[config.mk]
export PLATFORM = sky130hd
export DESIGN_NAME = staircase_bal_mod
export DESIGN_NICKNAME = d
export VERILOG_FILES = /design/src/rtl/stair_pkg.sv /design/src/rtl/stair_phase_acc.sv /design/src/rtl/stair_level.sv /design/src/rtl/stair_cell_map.sv /design/src/rtl/staircase_bal_mod.sv
export SDC_FILE = /design/constraint.sdc
export NUM_CORES = 1
export LEC_CHECK = 0
export BUFFER_PORTS_ARGS = -buffer_cell sky130_fd_sc_hd__buf_2
export CAP_MARGIN = 10
export CORE_ASPECT_RATIO = 0.6
export CORE_UTILIZATION = 55
export CTS_CLUSTER_DIAMETER = 60
export CTS_CLUSTER_SIZE = 30
export DETAILED_ROUTE_END_ITERATION = 6
export PLACE_DENSITY = 0.76
export SYNTH_ARGS = -nofsm -noshare
export SYNTH_HDL_FRONTEND = slang
export SYNTH_HIERARCHICAL = 1
export SYNTH_SLANG_ARGS = --single-unit
[constraint.sdc]
create_clock -name clk -period 7.05 [get_ports clk]
set_input_delay 1.0575 -clock clk [delete_from_list [all_inputs] [get_ports clk]]
set_output_delay 1.0575 -clock clk [all_outputs]
set_load 0.01 [all_outputs]
[src/rtl/stair_pkg.sv]
// Shared definitions for the staircase modulator.
// Assumes bridge commands are coded on two bits, with 2'b11 never used.
package stair_pkg;

    typedef enum logic [1:0] {
        BR_ZERO = 2'b00,
        BR_POS  = 2'b01,
        BR_NEG  = 2'b10
    } br_cmd_e;

    // Signed weight of one bridge command: +1, -1 or 0.
    function automatic int br_val(input logic [1:0] c);
        case (c)
            BR_POS:  return 1;
            BR_NEG:  return -1;
            default: return 0;
        endcase
    endfunction

endpackage

[src/rtl/stair_phase_acc.sv]
// Angle accumulator shared by all phases.
// Adds the increment on each tick while enabled and is cleared while
// disabled. The sum wraps modulo 2**W.
module stair_phase_acc #(
    parameter int W = 16
) (
    input  logic         clk,
    input  logic         rst_n,
    input  logic         en,
    input  logic         tick,
    input  logic [W-1:0] inc,
    output logic [W-1:0] acc
);

    // Advance, hold or clear the electrical angle.
    always_ff @(posedge clk) begin
        if (!rst_n)      acc <= '0;
        else if (!en)    acc <= '0;
        else if (tick)   acc <= acc + inc;
    end

    AST_ACC_HOLD: assert property (@(posedge clk) disable iff (!rst_n)
        (en && !tick) |=> $stable(acc));
    AST_ACC_CLEAR: assert property (@(posedge clk) disable iff (!rst_n)
        !en |=> (acc == '0));

endmodule

[src/rtl/stair_level.sv]
// Maps an angle word to a signed staircase level from -3 to +3.
// Assumes ang1..ang3 lie within the first quarter turn. The second quarter
// is folded onto the first, and the top bit of the angle gives the sign.
module stair_level #(
    parameter int W = 16
) (
    input  logic [W-1:0]      angle,
    input  logic [W-1:0]      ang1,
    input  logic [W-1:0]      ang2,
    input  logic [W-1:0]      ang3,
    output logic signed [2:0] lvl
);

    localparam logic [W-1:0] HALF_TURN = W'(1) << (W - 1);

    logic [W-1:0] p;
    logic [W-1:0] q;
    logic [1:0]   mag;

    // Fold to the first quarter, count steps passed and apply the sign.
    always_comb begin
        p   = {1'b0, angle[W-2:0]};
        q   = p[W-2] ? (HALF_TURN - p) : p;
        mag = {1'b0, (q >= ang1)} + {1'b0, (q >= ang2)} + {1'b0, (q >= ang3)};
        lvl = angle[W-1] ? -$signed({1'b0, mag}) : $signed({1'b0, mag});
    end

endmodule

[src/rtl/stair_cell_map.sv]
// Per-phase level-to-bridge mapper with redundant-state selection.
// Assumes the level changes by at most one step per clock. At entry to a
// half-step interval it latches the pair picked from the current sign and
// the capacitor comparator, and holds that pair for the whole interval.
module stair_cell_map
    import stair_pkg::*;
(
    input  logic              clk,
    input  logic              rst_n,
    input  logic              en,
    input  logic signed [2:0] lvl_in,
    input  logic              cur_pos,
    input  logic              cap_low,
    output logic [1:0]        src_cmd,
    output logic [1:0]        cap_cmd,
    output logic signed [2:0] lvl_out
);

    logic      half_in;
    logic      entry;
    logic      alt_q;
    logic      sel;
    br_cmd_e   src_n;
    br_cmd_e   cap_n;

    // Detect half-step entry and choose the redundant pair.
    always_comb begin
        half_in = (lvl_in == 3'sd1) || (lvl_in == -3'sd1);
        entry   = half_in && (lvl_in != lvl_out);
        sel     = entry ? (cur_pos ^ lvl_in[2] ^ cap_low) : alt_q;
    end

    // Translate the level into the two bridge states.
    always_comb begin
        case (lvl_in)
            3'sd3:   begin src_n = BR_POS;  cap_n = BR_POS;  end
            3'sd2:   begin src_n = BR_POS;  cap_n = BR_ZERO; end
            3'sd1:   begin
                         src_n = sel ? BR_ZERO : BR_POS;
                         cap_n = sel ? BR_POS  : BR_NEG;
                     end
            -3'sd1:  begin
                         src_n = sel ? BR_ZERO : BR_NEG;
                         cap_n = sel ? BR_NEG  : BR_POS;
                     end
            -3'sd2:  begin src_n = BR_NEG;  cap_n = BR_ZERO; end
            -3'sd3:  begin src_n = BR_NEG;  cap_n = BR_NEG;  end
            default: begin src_n = BR_ZERO; cap_n = BR_ZERO; end
        endcase
    end

    // Register the commands, the level and the latched choice.
    always_ff @(posedge clk) begin
        if (!rst_n || !en) begin
            src_cmd <= BR_ZERO;
            cap_cmd <= BR_ZERO;
            lvl_out <= '0;
            alt_q   <= 1'b0;
        end else begin
            src_cmd <= src_n;
            cap_cmd <= cap_n;
            lvl_out <= lvl_in;
            if (half_in) alt_q <= sel;
        end
    end

    AST_CMD_LEGAL: assert property (@(posedge clk) disable iff (!rst_n)
        (src_cmd != 2'b11) && (cap_cmd != 2'b11));
    AST_SUM_MATCH: assert property (@(posedge clk) disable iff (!rst_n)
        (2 * br_val(src_cmd) + br_val(cap_cmd)) == int'(lvl_out));
    AST_STEP_HOLD: assert property (@(posedge clk) disable iff (!rst_n)
        (en && (lvl_in == lvl_out) && (lvl_out == 3'sd1 || lvl_out == -3'sd1))
        |=> ($stable(src_cmd) && $stable(cap_cmd)));

endmodule

[src/rtl/staircase_bal_mod.sv]
// Three-phase seven-level staircase modulator for two-cell cascaded legs.
// One accumulator feeds NPH phases at equal angle offsets. Each phase has
// its own level decoder and balancing mapper. Dead time is added downstream.
module staircase_bal_mod #(
    parameter int W   = 16,
    parameter int NPH = 3
) (
    input  logic             clk,
    input  logic             rst_n,
    input  logic             enable,
    input  logic             tick,
    input  logic [W-1:0]     freq_inc,
    input  logic [W-1:0]     ang1,
    input  logic [W-1:0]     ang2,
    input  logic [W-1:0]     ang3,
    input  logic [NPH-1:0]   cur_pos,
    input  logic [NPH-1:0]   cap_low,
    output logic [2*NPH-1:0] src_cmd,
    output logic [2*NPH-1:0] cap_cmd,
    output logic [3*NPH-1:0] level
);

    localparam longint FULL_TURN = longint'(1) << W;

    logic [W-1:0] acc;

    stair_phase_acc #(.W(W)) u_acc (
        .clk   (clk),
        .rst_n (rst_n),
        .en    (enable),
        .tick  (tick),
        .inc   (freq_inc),
        .acc   (acc)
    );

    for (genvar k = 0; k < NPH; k++) begin : g_phase
        localparam longint       OFF_L = (k * FULL_TURN + NPH / 2) / NPH;
        localparam logic [W-1:0] OFF_K = OFF_L[W-1:0];

        logic [W-1:0]      ang_k;
        logic signed [2:0] lvl_k;
        logic signed [2:0] lvl_q;

        assign ang_k = acc + OFF_K;

        stair_level #(.W(W)) u_lvl (
            .angle (ang_k),
            .ang1  (ang1),
            .ang2  (ang2),
            .ang3  (ang3),
            .lvl   (lvl_k)
        );

        stair_cell_map u_map (
            .clk     (clk),
            .rst_n   (rst_n),
            .en      (enable),
            .lvl_in  (lvl_k),
            .cur_pos (cur_pos[k]),
            .cap_low (cap_low[k]),
            .src_cmd (src_cmd[2*k +: 2]),
            .cap_cmd (cap_cmd[2*k +: 2]),
            .lvl_out (lvl_q)
        );

        assign level[3*k +: 3] = lvl_q;
    end

    AST_OFF_ZERO: assert property (@(posedge clk) disable iff (!rst_n)
        !enable |=> ((src_cmd == '0) && (cap_cmd == '0) && (level == '0)));

endmodule

## Yosys cells after proc, flatten, opt, wreduce, memory -nomap -nowiden

Cells that the tools add are included.

| storage, ports and cells | value |
|---|---|
| output and inout port bits | 21 |
| word-level logic and storage cells | 113 |
| register bits after elaboration | 40 |

| operators by class | value |
|---|---|
| $add $sub $neg | 15 |
| reduce and logical (&&, ||, !) cells | 16 |
| $lt $le $gt $ge | 9 |
| muxes and demuxes | 27 |
| eq/ne operators | 27 |
| bitwise gates (word level) | 6 |

Operators with widths:

| kind | number |
|---|---|
| $ge A16 B16 Y1 | 9 |
| $mux W16 | 3 |
| $pmux W2 S4 | 6 |
| $sub A16 B15 Y16 const A | 3 |
| $eq A3 B2 Y1 const B | 9 |
| $eq A3 B3 Y1 const B | 9 |
| $eq A3 B1 Y1 const B | 6 |
| $mux W2 | 9 |
| $add A16 B15 Y16 const B | 1 |
| $add A16 B16 Y16 | 1 |
| $add A16 B16 Y16 const B | 1 |
| $reduce_or A2 Y1 | 6 |
| $mux W3 | 3 |
| $ne A3 B3 Y1 | 3 |
| $neg A2 Y3 | 3 |
| $add A1 B1 Y2 | 3 |
| $add A2 B1 Y2 | 3 |
| $mux W1 | 6 |
| $xor A1 B1 Y1 | 6 |
| $logic_or A1 B1 Y1 | 4 |
| $logic_and A1 B1 Y1 | 3 |
| $logic_not A1 Y1 | 2 |
| $reduce_and A2 Y1 | 1 |

## Logic depth before layout (Yosys ltp)

| logic depth | value |
|---|---|
| depth in word-level cells | 14 |
| mapped depth | 24 |
| depth with buffers taken out | 24 |

## Cells and area by module

Netlist, hierarchy kept.

By module, submodules not included:

| module | instances | area each (um2) | sequential area each (um2) | cells an instance |
|---|---|---|---|---|
| stair_level (g_phase[0].u_lvl ...) | 2 | 1514.0 | 0.0 | 210 |
| stair_level (g_phase[1].u_lvl) | 1 | 1531.5 | 0.0 | 210 |
| stair_phase_acc | 1 | 1311.3 | 320.3 | 161 |
| stair_cell_map | 3 | 329.1 | 160.2 | 33 |
| staircase_bal_mod | 1 | 679.4 | 0.0 | 105 |

## Worst setup path after synthesis

OpenSTA, ideal clock, no wires.

| timing path | value |
|---|---|
| kind | register -> register |
| start point | register u_acc.acc[5] |
| end point | register g_phase[2].u_map.cap_cmd[0] |
| period minus slack after synthesis | 6.107 ns |
| arrival time | 6.035 ns |
| stages on the path, launching flop included | 22 |
| setup time | 0.072 ns |
| setup slack | 0.943 ns |
| path through | dfxtp_1 > buf_4 > nor2_1 > a211oi_1 > xnor2_1 > or4_4 > or3_4 > o41ai_4 > xnor2_1 > ha_1 > nand4_1 > or4_1 > o32ai_1 > a211oi_1 > fa_1 > ha_1 > nand2_1 > o21ai_0 > or3b_1 > o32ai_2 > mux2i_1 > mux2i_1 |

| between the ends | value |
|---|---|
| word-level cells in the longest chain between the ends | 14 |
| elaborated cells on any way between the ends | 25 |

Ends and longest elaborated chain:

| item | line | RTL |
|---|---|---|
| start, declared | stair_phase_acc.sv:12 | `output logic [W-1:0] acc` |
| start signal, assigned | stair_phase_acc.sv:19 | `else if (tick) acc <= acc + inc;` |
| $add A16 B16 Y16 * | staircase_bal_mod.sv:44 | `assign ang_k = acc + OFF_K;` |
| via g_phase[2].ang_k[7] | staircase_bal_mod.sv:40 | `logic [W-1:0] ang_k;` |
| $sub A16 B15 Y16 | stair_level.sv:23 | `q = p[W-2] ? (HALF_TURN - p) : p;` |
| $mux W16 * | stair_level.sv:23 |  |
| $ge A16 B16 Y1 | stair_level.sv:24 | `mag = {1'b0, (q >= ang1)} + {1'b0, (q >= ang2)} + {1'b0, (q >= ang3)};` |
| $add A1 B1 Y2 | stair_level.sv:24 |  |
| $add A2 B1 Y2 * | stair_level.sv:24 |  |
| $neg A2 Y3 | stair_level.sv:25 | `lvl = angle[W-1] ? -$signed({1'b0, mag}) : $signed({1'b0, mag});` |
| $mux W3 * | stair_level.sv:25 |  |
| via g_phase[2].lvl_k[1] | staircase_bal_mod.sv:41 | `logic signed [2:0] lvl_k;` |
| $eq A3 B2 Y1 or $eq A3 B1 Y1 (tied branches) | stair_cell_map.sv:28 | `half_in = (lvl_in == 3'sd1) \|\| (lvl_in == -3'sd1);` |
| $logic_or A1 B1 Y1 | stair_cell_map.sv:28 |  |
| $logic_and A1 B1 Y1 | stair_cell_map.sv:29 | `entry = half_in && (lvl_in != lvl_out);` |
| $mux W1 | stair_cell_map.sv:30 | `sel = entry ? (cur_pos ^ lvl_in[2] ^ cap_low) : alt_q;` |
| $mux W2, on equally long branches | stair_cell_map.sv:44, stair_cell_map.sv:40 |  |
| $pmux W2 S4 * | stair_cell_map.sv:35 | `case (lvl_in)` |
| end signal, assigned | stair_cell_map.sv:61 | `cap_cmd <= cap_n;` |
| end, declared | stair_cell_map.sv:15 | `output logic [1:0] cap_cmd,` |

The timed path passes the listed nets; every way through them passes the cells marked *.
A chain may end at the register's enable or synchronous reset.

## Final worst setup path

| timing path | value |
|---|---|
| start point | register u_acc.acc[2] |
| end point | register g_phase[2].u_map.cap_cmd[0] |

Same word-level chain as after synthesis.

==> results_dict.tcl <==
set metrics [dict create \
    start_util_pct 57.57 \
    p_switching_w 0.0004967 \
    hold_class "flop to flop" \
    firstDrtPassIters 5 \
    syn_area_per_cell_sq_um 7.575 \
    cp_max_fo 11 \
    grt_max_degree 26 \
    antenna_cells 0 \
    synth_area_leader_cell "ha_1" \
    vias 7278 \
    period_share_pct 94.07 \
    viasPerCell 5.772 \
    synth_top_family_by_area "adder cells" \
    worstMarginPinSlew_ps 931.8 \
    post_drt_wl_per_cell_microns 17.37 \
    worstSkewPairLatency_ps 290 \
    clockBufferDepth 2 \
    setup_viol 0 \
    endpoint "g_phase[2].u_map/cap_cmd[0]$_SDFF_PP0_" \
    synth_cells 995 \
    clockPowerShare_pct 22.6 \
    worst_slack_ps 418.0 \
    numPortBuffers 94 \
    synth_edf_count 0 \
    r2r_setup_slack_ps 420 \
    hold_path_depth 2 \
    cts_made_buffers 5 \
    synth-main-ff-cell "dfxtp_1" \
    routed_wl_microns 21900 \
    post-place-ws_ps 312.7 \
    start_kind "flop" \
    drv_cap 0 \
    cts_tree "built" \
    ys_ff_latch 40 \
    p_sw_share_pct 42.43 \
    cp-startpoint "u_acc/acc[2]$_SDFFE_PN0P_" \
    drc 0 \
    num_rows 32 \
    path_class "flop to flop" \
    timing.final.hold_violations 0 \
    numClockSinks 40 \
    fillers 1152 \
    ys_warn_count 6 \
    synth-compound-area-share_pct 21.26 \
    yosys.area_share.adder_pct 28.78 \
    synthesis.area_sq_um 7537 \
    comb_power_share_pct 54.5 \
    final_max_slew_viol_count 0 \
    rr_endpoint "g_phase[2].u_map/cap_cmd[0]$_SDFF_PP0_" \
    cts-htree-levels 2 \
    grt_use_total_pct 30.96 \
    arrival_ps 6850 \
    synth_top_area_share_pct 27.72 \
    grt_pass1_wl_microns 34070 \
    postRouteAntennaNets 0 \
    die_w_microns 153.1 \
    min_period_ps 6632 \
    place.gp.congestion 0.9676 \
    clk_pin_slew_worst_paths_ps 60 \
    seqPwrFrac_pct 22.9 \
    leakagePower_nw 4.388 \
    seq_area_frac_synth_pct 10.62 \
    power_w 0.001171 \
    post_route_cells_drive_above_1_share_pct 13.38 \
    first_iter_violations 580 \
    status "finished clean" \
    muxShareOfSynthArea_pct 2.258 \
    syn2layout_area_growth_pct 11.40 \
    grt_antenna_before_repair 0 \
    p_per_area_nw_per_um2 139.4 \
    num_io_pins 95 \
    overflow 0 \
    fmax_ghz 0.1508 \
    dp_hpwl_microns 18590 \
    clockRootBuffer "clkbuf_16" \
    final_nets 1335 \
    crit_path_end_kind "flop" \
    crit-reg2reg-launch "u_acc/acc[2]$_SDFFE_PN0P_" \
    die_h_microns 92.68 \
    async_reset_ff_share_pct 0 \
    grt_pass1_vias 6456 \
    required_ps 7270 \
    die-area_sq_um 14190 \
    ys_top_cells_by_count "ha_1, inv_1, nand2_1, a21oi_1, xnor2_1" \
    design.core.area_sq_um 13090 \
    p_int_w 0.0006738 \
    max_slew_margin_pct 37.79 \
    synthXorXnorAreaFrac_pct 8.599 \
    multi_input_area_sq_um 6051 \
    hold_buffers 0 \
    synth.distinct_cells 77 \
    peakVddDrop_mv 0.1128 \
    yosysMostFrequentCell "ha_1" \
    synthSimpleGateAreaFrac_pct 18.86 \
    r2r_cells 20 \
    synth_area_leaders "ha_1, dfxtp_1, inv_1, xnor2_1, a21oi_1" \
    skew_ps 6.503 \
    ff_latch_area_sq_um 803.3 \
]
-- routing by layer --
layer	share of wire, %	global-route usage (%)	wire length [microns]	vias to the layer above
met4	0.68	3.956	150	0
li1	-	-	-	3676
met1	51	47.60	11150	3320
met3	11	7.955	2462	13
met2	37	42.77	8133	269
met5	0	0	0	-
-- stage by stage --
stage          utilization (%)  hold WS [ps]  area [sq um]  instances  TNS [ps]
6_report                 64.13         601.6          8397       1261         0
5_1_grt                  64.13         632.0          8397       1261    -18.71
4_1_cts                  64.04         614.2          8384       1260         0
3_5_place_dp             62.76         605.8          8217       1252         0
3_3_place_gp             62.76         597.4          8217       1252         0
2_1_floorplan                -         504.0          7560       1001         0
-- logic make-up (layout without fill, tap and decap cells) --
group,Yosys count,in the layout
XOR/XNOR,74,74
buffers and inverters,183,273
AO/OA/AOI/OAI,234,234
other,3,9
flip-flops,40,40
adder cells (fa/ha/maj),171,171
AND/OR/NAND/NOR,273,273
multiplexers,17,17
-- power by group through the flow --
stage / Clock (W) / Sequential (W) / Combinational [W]
3_3_place_gp: 0 / 0.000272 / 0.000601
6_report: 0.000264 / 0.000268 / 0.000638
3_5_place_dp: 0 / 0.000272 / 0.000614
2_1_floorplan: 0 / 0.000271 / 0.000424
5_1_grt: 0.000279 / 0.000271 / 0.000710
4_1_cts: 0.000266 / 0.000267 / 0.000619
-- repair_timing --
item / CTS / global route
setup buffers: 0 / 0
endpoints found under the setup margin: 0 / 5
resized for setup: 0 / 3
-- how the worst min path moves through the flow --
stage / startpoint / end / slack [ps]
floorplan: u_acc/acc[10]$_SDFFE_PN0P_ / u_acc/acc[10]$_SDFFE_PN0P_ / 500
global placement: g_phase[2].u_map/alt_q$_SDFFE_PP0P_ / g_phase[2].u_map/alt_q$_SDFFE_PP0P_ / 600
detailed placement: g_phase[2].u_map/alt_q$_SDFFE_PP0P_ / g_phase[2].u_map/alt_q$_SDFFE_PP0P_ / 610
CTS: u_acc/acc[15]$_SDFFE_PN0P_ / u_acc/acc[15]$_SDFFE_PN0P_ / 610
finish: u_acc/acc[0]$_SDFFE_PN0P_ / u_acc/acc[0]$_SDFFE_PN0P_ / 600
global route: u_acc/acc[0]$_SDFFE_PN0P_ / u_acc/acc[0]$_SDFFE_PN0P_ / 630
-- state kept, by name, indices dropped and copies added (netlist names) --
name	cells
g_phase.u_map/cap_cmd	6
g_phase.u_map/alt_q	3
g_phase.u_map/src_cmd	6
u_acc/acc	16
g_phase.u_map/lvl_out	9
-- final cells by class --
type,instances,area share (%)
clock buffers,5,1.490
inverters,157,7.018
well taps,170,2.533
flip-flops and latches,40,9.566
clock inverters,3,0.5066
multi-input cells,778,72.06
repair buffers,108,6.825
-- cells in the final DEF (no fill, tap or decap), types with 9 or more instances in the layout --
master	instances
nor3_1	11
ha_1	167
nand3_1	9
buf_2	94
dfxtp_1	38
and3_1	13
buf_4	13
nand2b_1	17
xor2_1	12
o21ai_1	9
nand4_1	19
nor3b_1	10
o21a_1	22
a21oi_1	75
xnor2_1	62
conb_1	9
inv_1	154
nor2_1	60
o31ai_1	9
a211oi_1	10
o21ai_0	38
or4_1	9
nand2_1	87
mux2i_1	16
-- worst max-delay path, stage by stage, from the launching register on --
cell	delay, ps
dfxtp_1	580
o21ai_2	180
a211oi_1	550
xnor2_1	220
or4_4	590
or3_4	380
o41ai_4	230
xnor2_1	170
ha_1	320
nand4_1	140
or4_1	540
o32ai_1	280
a211oi_1	130
fa_1	550
ha_1	310
nand2_1	60
o21ai_0	110
or3b_1	400
o32ai_2	180
mux2i_2	430
mux2i_1	220
(Power assumes the default switching activity.)
